<file path="src/rtl/pwb_pkg.sv">
package pwb_pkg;

  typedef enum logic [1:0] {
    ST_IDLE    = 2'd0,
    ST_COLLECT = 2'd1,
    ST_PROGRAM = 2'd2
  } pwbState_t;

  // strobes from control to datapath
  typedef struct packed {
    logic loadStart;  // latch page number and offset, clear slot flags
    logic storeByte;  // store byteData at the write pointer, advance it
    logic walkEn;     // present one page slot to the array this cycle
  } pwbCtl_t;

endpackage

</file>
<file path="src/rtl/pwb_ctrl.sv">
module pwb_ctrl
  import pwb_pkg::*;
#(
  parameter int PAGE_BYTES = 32,
  parameter int CYCLE_CLKS = 500000
) (
  input  logic    clk,
  input  logic    rst_n,
  input  logic    startValid,
  input  logic    byteValid,
  input  logic    csRise,
  input  logic    csAligned,
  input  logic    wenLatch,
  input  logic    anyValid,
  output pwbCtl_t ctl,
  output logic    busy,
  output logic    cycleDone
);

  localparam int TMR_W = $clog2(CYCLE_CLKS + 1);
  localparam logic [TMR_W-1:0] LAST_T = TMR_W'(CYCLE_CLKS - 1);
  localparam logic [TMR_W-1:0] WALK_T = TMR_W'(PAGE_BYTES);

  pwbState_t        state;
  logic [TMR_W-1:0] timer;
  logic             acceptCommit;

  always_comb begin
    acceptCommit  = (state == ST_COLLECT) && csRise && csAligned && wenLatch && anyValid;
    ctl.loadStart = startValid && (state != ST_PROGRAM);
    ctl.storeByte = byteValid && (state == ST_COLLECT);
    ctl.walkEn    = (state == ST_PROGRAM) && (timer < WALK_T);
    busy          = (state == ST_PROGRAM);
    cycleDone     = (state == ST_PROGRAM) && (timer == LAST_T);
  end

  always_ff @(posedge clk or negedge rst_n) begin
    if (!rst_n) begin
      state <= ST_IDLE;
      timer <= '0;
    end else begin
      case (state)
        ST_IDLE: begin
          if (startValid) state <= ST_COLLECT;
        end
        ST_COLLECT: begin
          if (csRise) begin
            state <= acceptCommit ? ST_PROGRAM : ST_IDLE;
            timer <= '0;
          end
        end
        ST_PROGRAM: begin
          if (cycleDone) begin
            state <= ST_IDLE;
            timer <= '0;
          end else begin
            timer <= timer + 1'b1;
          end
        end
        default: state <= ST_IDLE;
      endcase
    end
  end

  AST_DONE_ONE_CYCLE: assert property (@(posedge clk) disable iff (!rst_n)
    cycleDone |=> !cycleDone);
  AST_DONE_ENDS_BUSY: assert property (@(posedge clk) disable iff (!rst_n)
    cycleDone |=> !busy);
  AST_BUSY_HOLDS: assert property (@(posedge clk) disable iff (!rst_n)
    (busy && !cycleDone) |=> busy);
  AST_COMMIT_QUALIFIED: assert property (@(posedge clk) disable iff (!rst_n)
    $rose(busy) |-> $past(csRise && csAligned && wenLatch && anyValid));

endmodule

</file>
<file path="src/rtl/pwb_data.sv">
module pwb_data
  import pwb_pkg::*;
#(
  parameter int ADDR_W     = 10,
  parameter int PAGE_BYTES = 32
) (
  input  logic              clk,
  input  logic              rst_n,
  input  pwbCtl_t           ctl,
  input  logic [ADDR_W-1:0] startAddr,
  input  logic [7:0]        byteData,
  input  logic              wrGrant,
  output logic              anyValid,
  output logic              arrWe,
  output logic [ADDR_W-1:0] arrAddr,
  output logic [7:0]        arrData
);

  localparam int OFF_W = $clog2(PAGE_BYTES);
  localparam int PG_W  = ADDR_W - OFF_W;

  logic [PG_W-1:0]       pageBase;
  logic [OFF_W-1:0]      wrPtr;
  logic [OFF_W-1:0]      walkIdx;
  logic [7:0]            slotData [PAGE_BYTES];
  logic [PAGE_BYTES-1:0] slotValid;
  logic [PAGE_BYTES-1:0] slotHit;

  // one decode per slot
  for (genvar g = 0; g < PAGE_BYTES; g++) begin : g_hit
    assign slotHit[g] = ctl.storeByte && (wrPtr == OFF_W'(g));
  end

  always_ff @(posedge clk or negedge rst_n) begin
    if (!rst_n) begin
      pageBase  <= '0;
      wrPtr     <= '0;
      slotValid <= '0;
    end else if (ctl.loadStart) begin
      pageBase  <= startAddr[ADDR_W-1:OFF_W];
      wrPtr     <= startAddr[OFF_W-1:0];
      slotValid <= '0;
    end else if (ctl.storeByte) begin
      wrPtr     <= wrPtr + 1'b1;  // offset wraps inside the page
      slotValid <= slotValid | slotHit;
    end
  end

  always_ff @(posedge clk) begin
    for (int i = 0; i < PAGE_BYTES; i++) begin
      if (slotHit[i] && !ctl.loadStart) slotData[i] <= byteData;
    end
  end

  always_ff @(posedge clk or negedge rst_n) begin
    if (!rst_n)          walkIdx <= '0;
    else if (ctl.walkEn) walkIdx <= walkIdx + 1'b1;
    else                 walkIdx <= '0;
  end

  always_comb begin
    anyValid = |slotValid;
    arrAddr  = {pageBase, walkIdx};
    arrData  = slotData[walkIdx];
    arrWe    = ctl.walkEn && slotValid[walkIdx] && wrGrant;
  end

  AST_PAGE_FIXED: assert property (@(posedge clk) disable iff (!rst_n)
    (ctl.walkEn && $past(ctl.walkEn)) |-> $stable(pageBase));

endmodule

</file>
<file path="src/rtl/page_write_seq.sv">
module page_write_seq
  import pwb_pkg::*;
#(
  parameter int ADDR_W     = 10,
  parameter int PAGE_BYTES = 32,
  parameter int CYCLE_CLKS = 500000
) (
  input  logic              clk,
  input  logic              rst_n,
  input  logic              startValid,
  input  logic [ADDR_W-1:0] startAddr,
  input  logic              byteValid,
  input  logic [7:0]        byteData,
  input  logic              csRise,
  input  logic              csAligned,
  input  logic              wenLatch,
  input  logic              wrGrant,
  output logic              arrWe,
  output logic [ADDR_W-1:0] arrAddr,
  output logic [7:0]        arrData,
  output logic              busy,
  output logic              cycleDone
);

  pwbCtl_t ctl;
  logic    anyValid;

  pwb_ctrl #(
    .PAGE_BYTES (PAGE_BYTES),
    .CYCLE_CLKS (CYCLE_CLKS)
  ) i_ctrl (
    .clk        (clk),
    .rst_n      (rst_n),
    .startValid (startValid),
    .byteValid  (byteValid),
    .csRise     (csRise),
    .csAligned  (csAligned),
    .wenLatch   (wenLatch),
    .anyValid   (anyValid),
    .ctl        (ctl),
    .busy       (busy),
    .cycleDone  (cycleDone)
  );

  pwb_data #(
    .ADDR_W     (ADDR_W),
    .PAGE_BYTES (PAGE_BYTES)
  ) i_data (
    .clk       (clk),
    .rst_n     (rst_n),
    .ctl       (ctl),
    .startAddr (startAddr),
    .byteData  (byteData),
    .wrGrant   (wrGrant),
    .anyValid  (anyValid),
    .arrWe     (arrWe),
    .arrAddr   (arrAddr),
    .arrData   (arrData)
  );

  AST_WE_WHILE_BUSY: assert property (@(posedge clk) disable iff (!rst_n)
    arrWe |-> busy);

endmodule

</file>
<file path="config.mk">
export PLATFORM = sky130hd
export DESIGN_NAME = page_write_seq
export DESIGN_NICKNAME = d
export VERILOG_FILES = /design/src/rtl/pwb_pkg.sv /design/src/rtl/pwb_ctrl.sv /design/src/rtl/pwb_data.sv /design/src/rtl/page_write_seq.sv
export SDC_FILE = /design/constraint.sdc
export NUM_CORES = 1
export LEC_CHECK = 0
export BUFFER_PORTS_ARGS = -buffer_cell sky130_fd_sc_hd__buf_2
export CORE_UTILIZATION = 45
export CTS_BUF_LIST = sky130_fd_sc_hd__clkbuf_2
export DETAILED_ROUTE_END_ITERATION = 7
export PLACE_DENSITY_LB_ADDON = 0.2
export SLEW_MARGIN = 10
export SYNTH_ARGS = -nofsm -noshare
export SYNTH_HDL_FRONTEND = slang
export SYNTH_HIERARCHICAL = 1
export SYNTH_SLANG_ARGS = --single-unit
</file>
<file path="constraint.sdc">
create_clock -name clk -period 3 [get_ports clk]
set_input_delay 0.3 -clock clk [delete_from_list [all_inputs] [get_ports clk]]
set_output_delay 0.3 -clock clk [all_outputs]
set_load 0.01 [all_outputs]
</file>
==> results of run 1 <==
==> per-stage QoR <==
step | power, mW | setup WS (ps) | area, sq um | util (%) | setup TNS [ps]
3_3_place_gp | 5.68 | 374 | 14100 | 49.1 | 0
4_1_cts | 8.92 | -549 | 15400 | 53.6 | -4760
2_1_floorplan | 5.48 | 560 | 13200 | - | 0
6_report | 8.81 | -438 | 15500 | 53.8 | -3740
5_1_grt | 9.23 | -588 | 15500 | 53.8 | -5120
3_5_place_dp | 5.71 | 378 | 14100 | 49.1 | 0
==> where the power goes <==
group          switching (mW)  internal (mW)  leakage, nW  total [mW]
combinational           0.378          0.332         2.04       0.710
sequential             0.0664           4.93         3.22        5.00
clock                    1.74           1.36        0.599        3.10
total                    2.19           6.62         5.86        8.81
==> area by class of cell <==
class / count / area, sq um / area share (%)
Antenna cell: 1 / 2.50 / 0.0162
Tap cell: 384 / 480 / 3.10
Multi-Input combinational cell: 332 / 3640 / 23.5
Timing Repair Buffer: 123 / 1140 / 7.36
Clock buffer: 122 / 611 / 3.94
Inverter: 9 / 33.8 / 0.218
Sequential cell: 324 / 9390 / 60.6
Clock inverter: 24 / 191 / 1.24
==> kinds of logic after synthesis <==
group                    Yosys count
flip-flops                       324
AND/OR/NAND/NOR                  142
multiplexers                     111
AO/OA/AOI/OAI                     60
buffers and inverters             44
XOR/XNOR                          11
adder cells (fa/ha/maj)            8
==> cells in the final DEF (no fill, tap or decap), drive strengths merged, types with 6 or more instances in the layout <==
cell type    netlist  layout
a21o              35      35
a21oi              6       6
and2               7       7
buf               19      99
clkbuf            16     123
clkinv             0      16
dfrtp             68      68
dlygate4sd3        0      23
edfxtp           256     256
ha                 8       8
inv                9      13
mux2              15      15
mux2i              8       8
mux4              88      88
nand2             24      24
nand3             18      18
nand4             11      11
nor2              40      40
nor2b              7       7
nor4              10      10
o21ai              8       8
xor2               7       7
==> state kept, by name, indices dropped and copies added (netlist names) <==
name / cells
i_data/wrPtr: 5
i_data/slotData: 256
i_data/slotValid: 32
i_ctrl/timer: 19
i_data/walkIdx: 5
i_data/pageBase: 5
i_ctrl/state: 2
==> layer usage <==
layer  vias up  wire, microns  GRT usage [%]
li1       3224              -              -
met1      3797          12800           28.1
met2       265          14700           33.6
met3        73           1770           4.58
met4         0            850           8.70
met5         -              0              0
==> final timing paths <==
kind / from / end / slack, ps / cells after the start
worst max register to register: i_ctrl/timer[10]$_DFFE_PN0P_ / i_ctrl/state[1]$_DFFE_PN0P_ / 470 / 6
min in group clk: startValid / i_data/pageBase[4]$_DFFE_PN0P_ / 120 / 4
max in group asynchronous: rst_n / i_data/slotValid[27]$_DFFE_PN0P_ / 2010 / 3
worst min-delay path: rst_n / i_ctrl/state[1]$_DFFE_PN0P_ / 80 / 2
worst max-delay path: i_data/walkIdx[0]$_DFF_PN0_ / arrData[6] / -440 / 6
worst min register to register: i_ctrl/timer[11]$_DFFE_PN0P_ / i_ctrl/timer[11]$_DFFE_PN0P_ / 500 / 1
==> timing repair <==
item,in CTS,in global routing
cloned,4,1
hold endpoints to repair,316,0
pin swaps,1,1
setup buffers,4,3
gates resized for setup,24,2
endpoints found under the setup margin,10,10
hold buffers,23,0
==> flow_metrics.py, run 1 <==
metrics = {
    "run_status": {
        "outcome": "finished, violations left",
        "failed_checks": "negative setup slack",
    },
    "synth": {
        "yosys.cell_types.count": 48,
        "synth_simple_gate_area_share_pct": 5.68,
        "netlist_instances": 700,
        "multiplexer_fraction_of_the_synthesized_cell_area_pct": 16.9,
        "synthDominantCellAreaShare_pct": 58.2,
        "synth-compound-area-share_pct": 3.21,
        "synth-edff-count": 256,
        "yosys-top-cells-count": "edfxtp_1, mux4_2, dfrtp_1, nor2_1, a21o_1",
        "post_synth_adder_cell_area_pct": 0.757,
        "ys.warnings.count": 6,
        "synth_area_sq_um": 13200,
        "synth_nets": 734,
        "postSynth.asyncResetShare_pct": 21.0,
        "fraction_of_synthesized_cell_area_in_xor_and_xnor_cells_pct": 0.729,
        "netlist.top_cell.by_area": "edfxtp_1",
        "most_frequent_cell_after_synthesis": "edfxtp_1",
        "postSynthAreaPerCell_sq_um": 18.9,
        "postSynth.topFlopCell": "edfxtp_1",
        "synth_top_family_by_area": "multiplexers",
        "sequential_share_of_the_synthesized_area_pct": 71.0,
        "synthTopCellsByArea": "edfxtp_1, mux4_2, dfrtp_1",
        "ys_seq_elements": 324,
    },
    "critical_path": {
        "critical_path.cell_chain": "buf_12 > clkbuf_16 > mux4_2 > mux4_2 > mux2_4 > buf_6",
        "timing_worst_setup_path_type": "reg2out",
        "endpoint_type_of_the_worst_setup_path": "output pin",
        "critPathMaxFanout": 5,
        "critical_path.slowest_cell": "dfrtp_4",
        "worst-endpoint-required_ps": 2700,
        "timing.critical_path.max_delay_family": "multiplexers",
        "worstPathArrival_ps": 3140,
        "cp-start-kind": "register",
        "critical_path.most_common_cell": "mux4_2",
        "path_buf_inv": 3,
        "crit_path_max_incr_delay_ps": 530,
    },
    "power": {
        "power.ir.vdd_worst_v": 0.000264,
        "power_density_nw_per_um2": 569,
        "leakagePower_nw": 5.86,
    },
    "sta": {
        "timing.slew.headroom_pct": 36.4,
        "rsz0062_at_grt": "yes",
        "post_route_skew_ps": 105,
        "fin_crit_sh_pct": 115,
        "final_hold_viol_count": 0,
        "final_period_minus_worst_setup_slack_ps": 3440,
        "layout_setup_ws_ps": -438,
        "worst-slew-pin-transition_ps": 954,
        "final_max_slew_viol_count": 0,
        "achievable-frequency_mhz": 291,
        "whs_ps": 82.2,
        "finalSetupViolations": 9,
    },
    "place": {
        "gpl.final_weighted_congestion": 0.784,
        "placement.io_buffers": 46,
        "dp_hpwl_microns": 17900,
        "placed_cells_incl_taps": 1137,
    },
    "finish": {
        "area.growth.synth_to_final_pct": 17.2,
        "fill_cells": 2340,
        "drive_above_1_share_pct": 37.0,
        "finalNetCount": 906,
        "stdcell_count": 1319,
    },
    "route": {
        "route.detailed.vias_per_inst": 5.58,
        "wl_per_cell_microns": 22.9,
        "route.vias.total": 7359,
        "totalWireLength_microns": 30200,
        "drtPass1Iterations": 5,
        "dr.first_iter.drc_count": 563,
        "route.detailed.drc": 0,
        "antenna_left": 0,
    },
    "die": {
        "ios": 47,
        "area_enclosed_by_the_die_boundary_sq_um": 30100,
        "die_width_microns": 173,
        "floorplan_core_area_sq_um": 28800,
        "initial_utilization_pct": 45.9,
        "dieHeight_microns": 173,
        "rows": 62,
    },
    "grt": {
        "number_of_antenna_violations_at_the_first_check_in_global_routing": 1,
        "grt_overflow_total": 0,
        "global_route_wire_length_before_repair_microns": 46400,
        "first_global_vias": 7855,
        "pin_count_of_the_biggest_net_entering_global_routing": 54,
        "grt_use_total_pct": 21.0,
    },
    "clocking": {
        "clock_tree_from_tritoncts": "built",
        "clock_edge_transition_at_the_registers_on_the_reported_setup_and_hold_paths_ps": 110,
        "cts_buffer_count": 82,
        "cts_max_path_buffers": 3,
        "clock-root-buffer": "clkbuf_2",
        "cts_sinks": 324,
        "h-tree-depth": 3,
        "clock_latency_ps": 900,
    },
    "run": {
        "timing.max_cap.violations": 0,
    },
    "hold_path": {
        "worst_hold_path_type": "in2async",
    },
}
No activity file was read; power rests on OpenSTA's default activity.
==> inputs of run 2 (changes only) <==
--- a/config.mk
+++ b/config.mk
@@ -6,7 +6,7 @@
 export NUM_CORES = 1
 export LEC_CHECK = 0
 export BUFFER_PORTS_ARGS = -buffer_cell sky130_fd_sc_hd__buf_2
-export CORE_UTILIZATION = 45
+export CORE_UTILIZATION = 39
 export CTS_BUF_LIST = sky130_fd_sc_hd__clkbuf_2
 export DETAILED_ROUTE_END_ITERATION = 7
 export PLACE_DENSITY_LB_ADDON = 0.2
==> run 2 against run 1 <==
The flow still finishes with violations (negative setup slack). First-iteration DRC count shrank 2.0%. Global-route usage shrank 2.0 points. Die area grew 15%. Non-clock buffer count grew 14. Hold slack gained 40 ps. Via count grew 1.5%. Wire length grew 5.7%. Critical endpoint unchanged. Largest power group unchanged.
==> flow_metrics.py, run 2 (same netlist as run 1, synthesis figures left out) <==
metrics = {
    "power": {
        "design_power_mw": 8.76,
        "power.ir.vdd_worst_v": 0.000224,
        "netSwitchingFraction_pct": 25.1,
        "p_comb_share_pct": 8.2,
        "p_clk_share_pct": 34.8,
        "leakagePower_nw": 5.91,
        "power_density_nw_per_um2": 559,
        "power_report.internal_total_mw": 6.56,
        "switching_power_mw": 2.20,
        "power_frac_seq_pct": 57.0,
    },
    "finish": {
        "finalInstanceArea_sq_um": 15700,
        "fill_cells": 2856,
        "finalNetCount": 922,
        "largest_register": "i_data/slotData",
        "stdcell_count": 1394,
        "mostFrequentLayoutCells": "edfxtp_1, clkbuf_2, mux4_2",
        "area.growth.synth_to_final_pct": 18.6,
        "layout_commonest_cell": "edfxtp_1",
        "drive_above_1_share_pct": 37.3,
        "largest_reg_flops": 256,
        "biggestRegsByFlops": "i_data/slotData (256), i_data/slotValid (32), i_ctrl/timer (19)",
        "utilization_after_layout_pct": 46.8,
    },
    "sta": {
        "rsz0062_at_grt": "yes",
        "final_hold_viol_count": 0,
        "worst-slew-pin-transition_ps": 894,
        "post_route_skew_ps": 107,
        "achievable-frequency_mhz": 294,
        "setup_total_negative_slack_ps": -3240,
        "fin_crit_sh_pct": 113,
        "finalSetupViolations": 9,
        "final_max_slew_viol_count": 0,
        "layout_setup_ws_ps": -403,
        "final_period_minus_worst_setup_slack_ps": 3400,
        "timing.slew.headroom_pct": 40.2,
    },
    "die": {
        "rows": 67,
        "area_enclosed_by_the_die_boundary_sq_um": 34600,
        "dieHeight_microns": 186,
        "floorplan_core_area_sq_um": 33400,
        "die_width_microns": 186,
        "initial_utilization_pct": 39.5,
        "ios": 47,
    },
    "clocking": {
        "h-tree-depth": 3,
        "clock-root-buffer": "clkbuf_2",
        "clock_edge_transition_at_the_registers_on_the_reported_setup_and_hold_paths_ps": 90,
        "cts_buffer_count": 84,
        "clock_latency_ps": 910,
        "cts_max_path_buffers": 3,
        "clock_tree_from_tritoncts": "built",
        "cts_sinks": 324,
    },
    "grt": {
        "global_route_track_usage_on_met1_pct": 25.9,
        "grt_use_total_pct": 19.1,
        "gr-usage-met2_pct": 30.4,
        "met3_usage_pct": 3.97,
        "top_usage_layer": "met2",
        "global_route_wire_length_before_repair_microns": 47600,
        "pin_count_of_the_biggest_net_entering_global_routing": 59,
        "first_global_vias": 7959,
        "number_of_antenna_violations_at_the_first_check_in_global_routing": 1,
        "grt_overflow_total": 0,
    },
    "route": {
        "antenna_left": 0,
        "route.detailed.drc": 0,
        "dr.first_iter.drc_count": 552,
        "route.detailed.vias_per_inst": 5.36,
        "route.vias.total": 7466,
        "drtPass1Iterations": 5,
        "wl_per_cell_microns": 22.9,
        "totalWireLength_microns": 31900,
    },
    "critical_path": {
        "worst-endpoint-required_ps": 2700,
        "endpoint_type_of_the_worst_setup_path": "output pin",
        "timing_worst_setup_path_type": "reg2out",
        "worstPathArrival_ps": 3100,
        "critPathMaxFanout": 10,
        "cp-start-kind": "register",
    },
    "run_status": {
        "failed_checks": "negative setup slack",
        "outcome": "finished, violations left",
    },
    "place": {
        "placed_cells_incl_taps": 1206,
        "placement.cell_area_sq_um": 14300,
        "placement.io_buffers": 46,
        "dp_hpwl_microns": 19200,
        "gpl.final_weighted_congestion": 0.842,
    },
    "hold_path": {
        "worst_hold_path_type": "in2reg",
    },
    "run": {
        "timing.max_cap.violations": 0,
    },
}
run 2: cell count changes in the layout (fill, tap and decap cells not counted), sizes merged:
cell,previous run,this run
clkbuf,123,121
clkinvlp,1,0
inv,13,12
dlygate4sd3,23,26
clkinv,16,20
buf,99,106
diode,1,2
run 2: power by group through the flow:
stage          Combinational [mW]  Clock, mW  Sequential, mW
2_1_floorplan               0.397          0            5.08
3_3_place_gp                0.615          0            5.09
3_5_place_dp                0.634          0            5.09
4_1_cts                     0.674       3.15            4.99
5_1_grt                     0.783       3.38            5.01
6_report                    0.717       3.05            4.99
run 2: cell type report:
class | instances | area [sq um] | share of cell area, %
sequential | 324 | 9400 | 60.0
multi-input combinational | 332 | 3640 | 23.3
timing repair buffer | 137 | 1250 | 8.00
clock buffer | 116 | 581 | 3.71
tap | 448 | 561 | 3.58
clock inverter | 26 | 189 | 1.21
inverter | 9 | 36.3 | 0.232
antenna | 2 | 5.00 | 0.0319
run 2: worst paths after layout:
kind	start	end	slack [ps]	depth (start not counted)
max	i_data/walkIdx[0]$_DFF_PN0_	arrData[6]	-400	6
min	byteValid	i_data/wrPtr[4]$_DFFE_PN0P_	120	5
max reg2reg	i_ctrl/timer[5]$_DFFE_PN0P_	i_ctrl/state[1]$_DFFE_PN0P_	410	6
min reg2reg	i_data/pageBase[2]$_DFFE_PN0P_	i_data/pageBase[2]$_DFFE_PN0P_	510	1
max in group asynchronous	rst_n	i_ctrl/timer[18]$_DFFE_PN0P_	1650	4
min in group asynchronous	rst_n	i_ctrl/timer[2]$_DFFE_PN0P_	500	4
run 2: critical path, cell delays in order (launching register included):
cell	delay [ps]
dfrtp_4	440
buf_12	150
buf_12	160
mux4_2	520
mux4_2	490
mux2_2	330
buf_2	160
run 2: stage by stage:
| step | setup slack, ps | hold WS (ps) |
|---|---|---|
| floorplan | 560 | 4.41 |
| global placement | 400 | 186 |
| detailed placement | 380 | 194 |
| CTS | -513 | 34.2 |
| global route | -512 | 83.0 |
| finish | -403 | 122 |
run 2: repair_timing:
action / in CTS / in global routing
endpoints found under the hold margin: 343 / 0
hold buffers: 26 / 0
pin swaps: 0 / 2
setup buffers: 4 / 7
setup endpoints to repair: 9 / 10
gates cloned: 1 / 6
resized for setup: 7 / 18
run 2: layer usage:
layer  wire length [microns]  vias up  share of wire (%)
met5                       0        -                  0
met4                     652        0                2.0
met3                    1940       54                6.1
met2                   15300      268                 48
met1                   14000     3898                 44
li1                        -     3246                  -
